--- src/rtl/pwm_sub6_pkg.sv ---
package pwm_sub6_pkg;
  localparam int ADDR_W = 4;
  localparam int NCMP   = 6;
  localparam logic [ADDR_W-1:0] ADDR_INIT = 4'd0;
  localparam logic [ADDR_W-1:0] ADDR_VAL0 = 4'd1;
  localparam logic [ADDR_W-1:0] ADDR_CTRL = 4'd7;
  localparam logic [ADDR_W-1:0] ADDR_TRIG = 4'd8;
  localparam logic [ADDR_W-1:0] ADDR_LOAD = 4'd9;
  // compare index groups feeding each trigger
  localparam logic [NCMP-1:0] TRIG0_MASK = 6'b010101;
  localparam logic [NCMP-1:0] TRIG1_MASK = 6'b101010;
  localparam int IDX_TERM = 1;
  localparam int IDX_ASET = 2;
  localparam int IDX_ACLR = 3;
  localparam int IDX_BSET = 4;
  localparam int IDX_BCLR = 5;
endpackage

--- src/rtl/pwm_sub6_regs.sv ---
module pwm_sub6_regs
  import pwm_sub6_pkg::*;
#(
  parameter int CW  = 16,
  parameter int PSW = 3
) (
  input  logic                     clk,
  input  logic                     rst_n,
  input  logic                     wr_valid,
  input  logic [ADDR_W-1:0]        wr_addr,
  input  logic [CW-1:0]            wr_data,
  input  logic                     reload,
  output logic                     run,
  output logic [PSW-1:0]           prescale,
  output logic                     en_a,
  output logic                     en_b,
  output logic                     pol_a,
  output logic                     pol_b,
  output logic [NCMP-1:0]          trig_en,
  output logic [NCMP-1:0][CW-1:0]  val_act,
  output logic [CW-1:0]            init_act,
  output logic [CW-1:0]            init_next,
  output logic                     load_ok
);
  localparam int EA_BIT = PSW + 1;
  localparam int EB_BIT = PSW + 2;
  localparam int PA_BIT = PSW + 3;
  localparam int PB_BIT = PSW + 4;

  logic [CW-1:0]           init_buf;
  logic [NCMP-1:0][CW-1:0] val_buf;
  logic                    xfer;
  logic                    load_set;

  assign xfer      = load_ok && (reload || !run);
  assign load_set  = wr_valid && (wr_addr == ADDR_LOAD) && wr_data[0];
  assign init_next = xfer ? init_buf : init_act;

  always_ff @(posedge clk) begin
    if (!rst_n) begin
      init_buf <= '0;
      val_buf  <= '0;
      init_act <= '0;
      val_act  <= '0;
      run      <= 1'b0;
      prescale <= '0;
      en_a     <= 1'b0;
      en_b     <= 1'b0;
      pol_a    <= 1'b0;
      pol_b    <= 1'b0;
      trig_en  <= '0;
      load_ok  <= 1'b0;
    end else begin
      if (xfer) begin
        init_act <= init_buf;
        val_act  <= val_buf;
      end
      if (wr_valid) begin
        if (wr_addr == ADDR_INIT) init_buf <= wr_data;
        for (int i = 0; i < NCMP; i++) begin
          if (wr_addr == ADDR_VAL0 + ADDR_W'(i)) val_buf[i] <= wr_data;
        end
        if (wr_addr == ADDR_CTRL) begin
          run      <= wr_data[0];
          prescale <= wr_data[PSW:1];
          en_a     <= wr_data[EA_BIT];
          en_b     <= wr_data[EB_BIT];
          pol_a    <= wr_data[PA_BIT];
          pol_b    <= wr_data[PB_BIT];
        end
        if (wr_addr == ADDR_TRIG) trig_en <= wr_data[NCMP-1:0];
      end
      if (load_set)  load_ok <= 1'b1;
      else if (xfer) load_ok <= 1'b0;
    end
  end
endmodule

--- src/rtl/pwm_sub6_cnt.sv ---
module pwm_sub6_cnt #(
  parameter int CW  = 16,
  parameter int PSW = 3
) (
  input  logic           clk,
  input  logic           rst_n,
  input  logic           run,
  input  logic [PSW-1:0] prescale,
  input  logic [CW-1:0]  init_next,
  input  logic [CW-1:0]  term,
  output logic [CW-1:0]  count,
  output logic           tick,
  output logic           reload
);
  localparam int PCW = (1 << PSW) - 1;

  logic [PCW-1:0] pre_cnt;
  logic [PCW:0]   limit;

  assign limit  = ({{PCW{1'b0}}, 1'b1} << prescale) - 1'b1;
  assign tick   = run && (pre_cnt == limit[PCW-1:0]);
  assign reload = tick && (count == term);

  always_ff @(posedge clk) begin
    if (!rst_n) begin
      pre_cnt <= '0;
      count   <= '0;
    end else if (!run) begin
      pre_cnt <= '0;
      count   <= init_next;
    end else begin
      pre_cnt <= tick ? '0 : pre_cnt + 1'b1;
      if (reload)    count <= init_next;
      else if (tick) count <= count + 1'b1;
    end
  end
endmodule

--- src/rtl/pwm_sub6_cmp.sv ---
module pwm_sub6_cmp
  import pwm_sub6_pkg::*;
#(
  parameter int CW = 16
) (
  input  logic                    clk,
  input  logic                    rst_n,
  input  logic                    run,
  input  logic                    tick,
  input  logic [CW-1:0]           count,
  input  logic [NCMP-1:0][CW-1:0] vals,
  input  logic [NCMP-1:0]         trig_en,
  output logic                    a_state,
  output logic                    b_state,
  output logic                    trig0,
  output logic                    trig1
);
  logic [NCMP-1:0] match;

  for (genvar g = 0; g < NCMP; g++) begin : g_match
    assign match[g] = tick && (count == vals[g]);
  end

  always_ff @(posedge clk) begin
    if (!rst_n || !run) begin
      a_state <= 1'b0;
      b_state <= 1'b0;
      trig0   <= 1'b0;
      trig1   <= 1'b0;
    end else begin
      trig0 <= |(match & trig_en & TRIG0_MASK);
      trig1 <= |(match & trig_en & TRIG1_MASK);
      if (match[IDX_ACLR])      a_state <= 1'b0;
      else if (match[IDX_ASET]) a_state <= 1'b1;
      if (match[IDX_BCLR])      b_state <= 1'b0;
      else if (match[IDX_BSET]) b_state <= 1'b1;
    end
  end
endmodule

--- src/rtl/pwm_sub6.sv ---
module pwm_sub6
  import pwm_sub6_pkg::*;
#(
  parameter int CW  = 16,
  parameter int PSW = 3
) (
  input  logic              clk,
  input  logic              rst_n,
  input  logic              wr_valid,
  output logic              wr_ready,
  input  logic [ADDR_W-1:0] wr_addr,
  input  logic [CW-1:0]     wr_data,
  output logic [CW-1:0]     count,
  output logic              pwm_a,
  output logic              pwm_b,
  output logic              trig0,
  output logic              trig1
);
  logic                    run, en_a, en_b, pol_a, pol_b, load_ok;
  logic                    tick, reload, a_state, b_state;
  logic [PSW-1:0]          prescale;
  logic [NCMP-1:0]         trig_en;
  logic [NCMP-1:0][CW-1:0] val_act;
  logic [CW-1:0]           init_act, init_next;

  assign wr_ready = 1'b1;

  pwm_sub6_regs #(.CW(CW), .PSW(PSW)) u_regs (
    .clk(clk), .rst_n(rst_n), .wr_valid(wr_valid), .wr_addr(wr_addr),
    .wr_data(wr_data), .reload(reload), .run(run), .prescale(prescale),
    .en_a(en_a), .en_b(en_b), .pol_a(pol_a), .pol_b(pol_b),
    .trig_en(trig_en), .val_act(val_act), .init_act(init_act),
    .init_next(init_next), .load_ok(load_ok)
  );

  pwm_sub6_cnt #(.CW(CW), .PSW(PSW)) u_cnt (
    .clk(clk), .rst_n(rst_n), .run(run), .prescale(prescale),
    .init_next(init_next), .term(val_act[IDX_TERM]), .count(count),
    .tick(tick), .reload(reload)
  );

  pwm_sub6_cmp #(.CW(CW)) u_cmp (
    .clk(clk), .rst_n(rst_n), .run(run), .tick(tick), .count(count),
    .vals(val_act), .trig_en(trig_en), .a_state(a_state),
    .b_state(b_state), .trig0(trig0), .trig1(trig1)
  );

  assign pwm_a = en_a ? (a_state ^ pol_a) : pol_a;
  assign pwm_b = en_b ? (b_state ^ pol_b) : pol_b;
endmodule

--- config.mk ---
export PLATFORM = sky130hd
export DESIGN_NAME = pwm_sub6
export DESIGN_NICKNAME = d
export VERILOG_FILES = /design/src/rtl/pwm_sub6_pkg.sv /design/src/rtl/pwm_sub6_regs.sv /design/src/rtl/pwm_sub6_cnt.sv /design/src/rtl/pwm_sub6_cmp.sv /design/src/rtl/pwm_sub6.sv
export SDC_FILE = /design/constraint.sdc
export NUM_CORES = 1
export LEC_CHECK = 0
export ABC_CLOCK_PERIOD_IN_PS = 4540
export BUFFER_PORTS_ARGS = -buffer_cell sky130_fd_sc_hd__buf_2
export CORE_ASPECT_RATIO = 0.6
export CORE_MARGIN = 5
export CORE_UTILIZATION = 48
export DETAILED_ROUTE_END_ITERATION = 12
export PLACE_DENSITY = 0.67
export SLEW_MARGIN = 15
export SYNTH_ARGS = -nofsm -noshare
export SYNTH_HDL_FRONTEND = slang
export SYNTH_SLANG_ARGS = --single-unit
export TNS_END_PERCENT = 100
--- constraint.sdc ---
create_clock -name clk -period 4.54 [get_ports clk]
set_input_delay 0.454 -clock clk [delete_from_list [all_inputs] [get_ports clk]]
set_output_delay 0.454 -clock clk [all_outputs]
set_load 0.005 [all_outputs]
After elaboration in Yosys (flattened, before gate mapping). Cells that the tools add are included.

Add/subtract/negate cells: 3. Equal/unequal tests: 17. Shift-type cells: 1. Mux-type cells: 8. Bitwise logic cells: 5. Reduce and logical (&&, ||, !) cells: 30.

Operators with widths (count): $eq 16x16->1 (6); $mux 16 (4); $reduce_and 2->1 (9); $add 16x1->16 const B (1); $eq 4x3->1 const B (4); $logic_and 1x1->1 (10); $reduce_or 3->1 (3); $eq 4x2->1 const B (2); $eq 4x4->1 const B (2); $add 7x1->7 const B (1); $eq 7x7->1 (1); $shl 1x3->7 const A (1); $sub 7x1->7 const B (1); $and 6x6->6 (1); $eq 4x1->1 const B (1); $logic_not 4->1 (1); $mux 1 (4); $reduce_or 2->1 (2); $ne 3x1->1 const B (1); $logic_not 1->1 (2); $logic_or 1x1->1 (2); $not 1->1 (2); $reduce_bool 2->1 (1); $xor 1x1->1 (2).

Flip-flop bits (word level): 266. Bits of input ports: 23. Output and inout port bits: 21. Logic and storage cells: 92.

Longest topological paths before layout.
Word-level depth: 10. Mapped depth: 14. Mapped depth without buffers: 9.

Cells and area by module. A second synthesis with hierarchy kept.

Cells, all modules: 1391. Area, all modules: 12315.6 um^2.

Modules (own cells, without submodules): pwm_sub6_regs (instances 1, cells each 969, area each 8851.0 um^2, seq. area each 4784.6 um^2); pwm_sub6_cnt (instances 1, cells each 252, area each 2044.5 um^2, seq. area each 460.4 um^2); pwm_sub6_cmp (instances 1, cells each 164, area each 1383.8 um^2, seq. area each 80.1 um^2); pwm_sub6 (instances 1, cells each 6, area each 36.3 um^2, seq. area each 0.0 um^2).

Least setup slack after synthesis. OpenSTA, ideal clock, no wires.

Kind: register -> register. From: register u_regs.prescale[2]. To: register u_regs.init_act[0]. Arrival: 3.071 ns. Path slack: 1.351 ns. Stages on the path, launching flop included: 14. Clock period less this slack: 3.189 ns. Cell sequence: dfxtp_1 clkbuf_1 or3_1 ha_1 clkbuf_1 nor4bb_1 a221o_1 o32ai_2 o31ai_4 and2_1 buf_4 buf_12 buf_12 mux2i_1.

Longest elaborated chain between the ends: 8.

Ends and longest elaborated chain: start, declared (line pwm_sub6_regs.sv:14) `output logic [PSW-1:0] prescale,`; start signal, assigned (line pwm_sub6_regs.sv:65) `prescale <= wr_data[PSW:1];`; $shl 1x3->7 (line pwm_sub6_cnt.sv:20) `assign limit = ({{PCW{1'b0}}, 1'b1} << prescale) - 1'b1;`; $sub 7x1->7 (line pwm_sub6_cnt.sv:20); $eq 7x7->1 (line pwm_sub6_cnt.sv:21) `assign tick = run && (pre_cnt == limit[PCW-1:0]);`; $logic_and 1x1->1 (line pwm_sub6_cnt.sv:21); $logic_and 1x1->1 (line pwm_sub6_cnt.sv:22) `assign reload = tick && (count == term);`; $logic_or 1x1->1 (line pwm_sub6_regs.sv:35) `assign xfer = load_ok && (reload || !run);`; $logic_and 1x1->1 (line pwm_sub6_regs.sv:35); $mux 16; end signal, assigned (line pwm_sub6_regs.sv:55) `init_act <= init_buf;`; end, declared (line pwm_sub6_regs.sv:21) `output logic [CW-1:0] init_act,`.

No other way between the ends. A chain may end at the register's enable or synchronous reset.

Worst setup path in the final report.
From: register u_regs.prescale[0]. To: register u_regs.val_act[31] in the netlist's numbering.

Longest elaborated chain between the ends: 7.

Ends and longest elaborated chain: $shl 1x3->7 (line pwm_sub6_cnt.sv:20); $sub 7x1->7 (line pwm_sub6_cnt.sv:20); $eq 7x7->1 (line pwm_sub6_cnt.sv:21); $logic_and 1x1->1 (line pwm_sub6_cnt.sv:21); $logic_and 1x1->1 (line pwm_sub6_cnt.sv:22); $logic_or 1x1->1 (line pwm_sub6_regs.sv:35); $logic_and 1x1->1 (line pwm_sub6_regs.sv:35); end signal, assigned (line pwm_sub6_regs.sv:56) `val_act <= val_buf;`; end, declared (line pwm_sub6_regs.sv:20) `output logic [NCMP-1:0][CW-1:0] val_act,`.

No other way between the ends.

==> impl_metrics.tcl <==
set metrics [dict create \
    avgSynthCellArea_sq_um 8.582 \
    row_count 44 \
    place_congestion 0.9035 \
    crit_fanout 37 \
    synth_compound_area_share_pct 6.983 \
    r2r_slack_ps 690 \
    grt.total_usage_pct 23.89 \
    crit_type "reg -> reg" \
    cts.sinks 266 \
    hold_slack_ps 292.7 \
    cts_buffers 26 \
    synth_top_cell_by_area "dfxtp_1" \
    multi_input_area_sq_um 6090 \
    h-tree-depth 1 \
    synth_fp_nets 1427 \
    coreArea_sq_um 24440 \
    syn_to_final_growth_pct 9.803 \
    dp_hpwl_um 22810 \
    initial_utilization_pct 49.19 \
    finalMaxSlewViolations 0 \
    fp.dieW_um 214.3 \
    grt_pass1_vias 8842 \
    synth-async-reset-ratio_pct 0 \
    num_vias 9615 \
    rsz0062_at_grt "no" \
    die_area_sq_um 28420 \
    placed_cell_area_sq_um 12310 \
    synth_top_area_share_pct 44.29 \
    min_path_cells 3 \
    fin_crit_sh_pct 84.89 \
    tns_ps 0 \
    crit_path_end_kind "flop" \
    nFillCells 2261 \
    routedWlPerCell_um 20.41 \
    vias_per_cell 5.558 \
    postCtsSetupBuffers 0 \
    fin_util_pct 54.01 \
    cp-start-kind "flop" \
    drive_above_1_share_pct 9.097 \
    ys_seq_area_share_pct 44.29 \
    fin_skew_ps 16.47 \
    synthMuxAreaShare_pct 14.60 \
    powerDensity_nw_per_um2 361.1 \
    clockBufferDepth 3 \
    synthXorXnorAreaFrac_pct 8.232 \
    synth_cells 1401 \
    die_h_um 132.6 \
    synth_area_sq_um 12020 \
    yosys.area_share.simple_pct 20.29 \
    clock.fmax_mhz 259.5 \
    synth_adder_area_share_pct 0.3122 \
    path_clk_slew_ps 60 \
    grt_max_degree 93 \
    min_period_ps 3854 \
    finalWorstSetupSlack_ps 686.2 \
    power.leakage_nw 4.818 \
    route.detailed.drc 0 \
    tightest_slew_ps 1181 \
    hold_path_class "in -> reg" \
    worst_r2r_endpoint "u_regs.val_act[31]" \
    timing.rr.start "u_regs.prescale[0]" \
    ir_drop_uv 265.2 \
    synth_top_family_by_area "simple AND/OR/NAND/NOR gates" \
    yosysWarnings 0 \
    place_ws_ps 770.7 \
    clk_latency_ps 550 \
    hold_end "u_regs.val_buf[62]" \
    cp.required_ps 5010 \
    cts_tree "done" \
    drt-initial-drc-count 1016 \
    synthTopCellsByArea "dfxtp_1 (44%), mux2i_1 (14%), nand2_1 (13%), xnor2_1 (4.5%), xor2_1 (3.7%)" \
    grt-ovfl-total 0 \
    finalSetupViolations 0 \
    min_from "wr_data[14]" \
    reg2reg_depth 10 \
    cts_root_buf "clkbuf_16" \
    synthFlopType "dfxtp_1" \
    cts_hold_buf 0 \
    synth_edf_count 0 \
    grt_pass1_wl_um 53190 \
    synth.distinct_cells 59 \
    drt_first_pass_iters 7 \
    portBuffers 42 \
    status "complete, no violations" \
    finalHoldViolations 0 \
    cap_violations 0 \
    antenna_found_initial 0 \
    final_cell_area_sq_um 13200 \
    ys_seq_elements 266 \
    cts_resized 0 \
    routed_wirelength_um 35310 \
    ant_nets 0 \
    worstPathArrival_ps 4320 \
    seq_area_sq_um 5325 \
    ios 44 \
    slew_headroom_pct 19.26 \
    nets 1413 \
]
==> placed cells by master, fill, tap and decap left out, types with 4 or more instances in the layout <==
cell       synthesis  routed
nand2_1          417     417
dfxtp_1          266     266
mux2i_1          172     172
a21oi_1           88      88
nor2_1            70      70
xnor2_1           62      62
xor2_1            51      51
buf_2              1      41
buf_4              5      28
clkbuf_16          0      27
nand4_1           19      19
nor4_1            19      19
nand3_1           16      16
o21ai_0           11      11
or3_1              8       8
clkbuf_8           0       8
inv_1              8       7
a32o_1             7       7
clkbuf_1          93       6
nor3_1             6       5
and2_1             5       4
and4_1             4       4
==> stage by stage <==
stage                     total power [mW]  cells
final                                4.767   1730
after global routing                 4.917   1729
after CTS                            4.800   1729
after detailed placement             2.593   1681
after global placement               2.591   1681
after floorplan                      2.521   1401
==> worst max path at each step <==
| stage | depth (start not counted) | from | endpoint |
|---|---|---|---|
| 2_1_floorplan | 13 | u_regs.prescale[2] | u_regs.init_act[0] |
| 3_3_place_gp | 10 | u_regs.prescale[0] | u_regs.init_act[3] |
| 3_5_place_dp | 10 | u_regs.prescale[0] | u_regs.val_act[31] |
| 4_1_cts | 10 | u_regs.prescale[0] | u_regs.val_act[4] |
| 5_1_grt | 10 | u_regs.prescale[0] | u_regs.val_act[12] |
| 6_report | 10 | u_regs.prescale[0] | u_regs.val_act[31] |
==> kinds of logic after synthesis <==
kind of cell / after synthesis
buf+inv: 122
flops: 266
mux: 175
simple gates: 584
compound gates: 137
fa+ha+maj: 3
xor+xnor: 113
other cells: 1
==> per-layer routing <==
| layer | up-vias | track usage [%] | wire [um] |
|---|---|---|---|
| met5 | - | 0 | 0 |
| met4 | 0 | 5.256 | 847 |
| met3 | 58 | 7.306 | 3821 |
| met2 | 381 | 33.17 | 14010 |
| met1 | 4551 | 36.20 | 16640 |
| li1 | 4625 | - | - |
==> worst max-delay path: stages, from the launching register on <==
cell and delay (ps):
dfxtp_1 480, inv_1 100, or3_1 350, ha_1 290
xnor2_1 220, xnor2_1 110, a2111o_1 510, o31ai_4 490
and2_4 570, buf_12 340, mux2i_1 250
==> layout make-up <==
class | instances | share of cell area, %
Timing Repair Buffer | 72 | 3.535
Multi-Input combinational cell | 1013 | 46.13
Inverter | 8 | 0.2464
Clock buffer | 41 | 6.123
Tap cell | 322 | 3.052
Clock inverter | 7 | 0.5592
Antenna cell | 1 | 0.01896
Sequential cell | 266 | 40.34
==> report_power, final <==
group / total [mW] / switching (mW) / internal (mW) / leakage (nW)
Clock: 2.22 / 0.940 / 1.28 / 0.432
Combinational: 0.188 / 0.146 / 0.0413 / 2.24
Sequential: 2.36 / 0.00917 / 2.35 / 2.14
Total: 4.77 / 1.10 / 3.67 / 4.82
==> Yosys cell counts (all sizes together) (3+ instances only) <==
master	instances
and3	3
a21oi	88
xor2	51
or3	8
xnor2	62
nor4	19
and2	5
nand4	19
buf	21
inv	8
nor2	70
nand2	417
nor3b	5
ha	3
and4	4
o22ai	3
nand3	16
a32o	7
dfxtp	266
nor3	6
clkbuf	93
mux2	3
a32oi	3
o21ai	12
a31oi	3
mux2i	172
nand3b	3
==> state kept, by name, summed over array words and instances, names as in the netlist, 3 cells and up <==
| signal | flops |
|---|---|
| u_cnt.count | 16 |
| u_cnt.pre_cnt | 7 |
| u_regs.init_act | 16 |
| u_regs.init_buf | 16 |
| u_regs.prescale | 3 |
| u_regs.trig_en | 6 |
| u_regs.val_act | 96 |
| u_regs.val_buf | 96 |
Power figures use the tool's default switching activity.
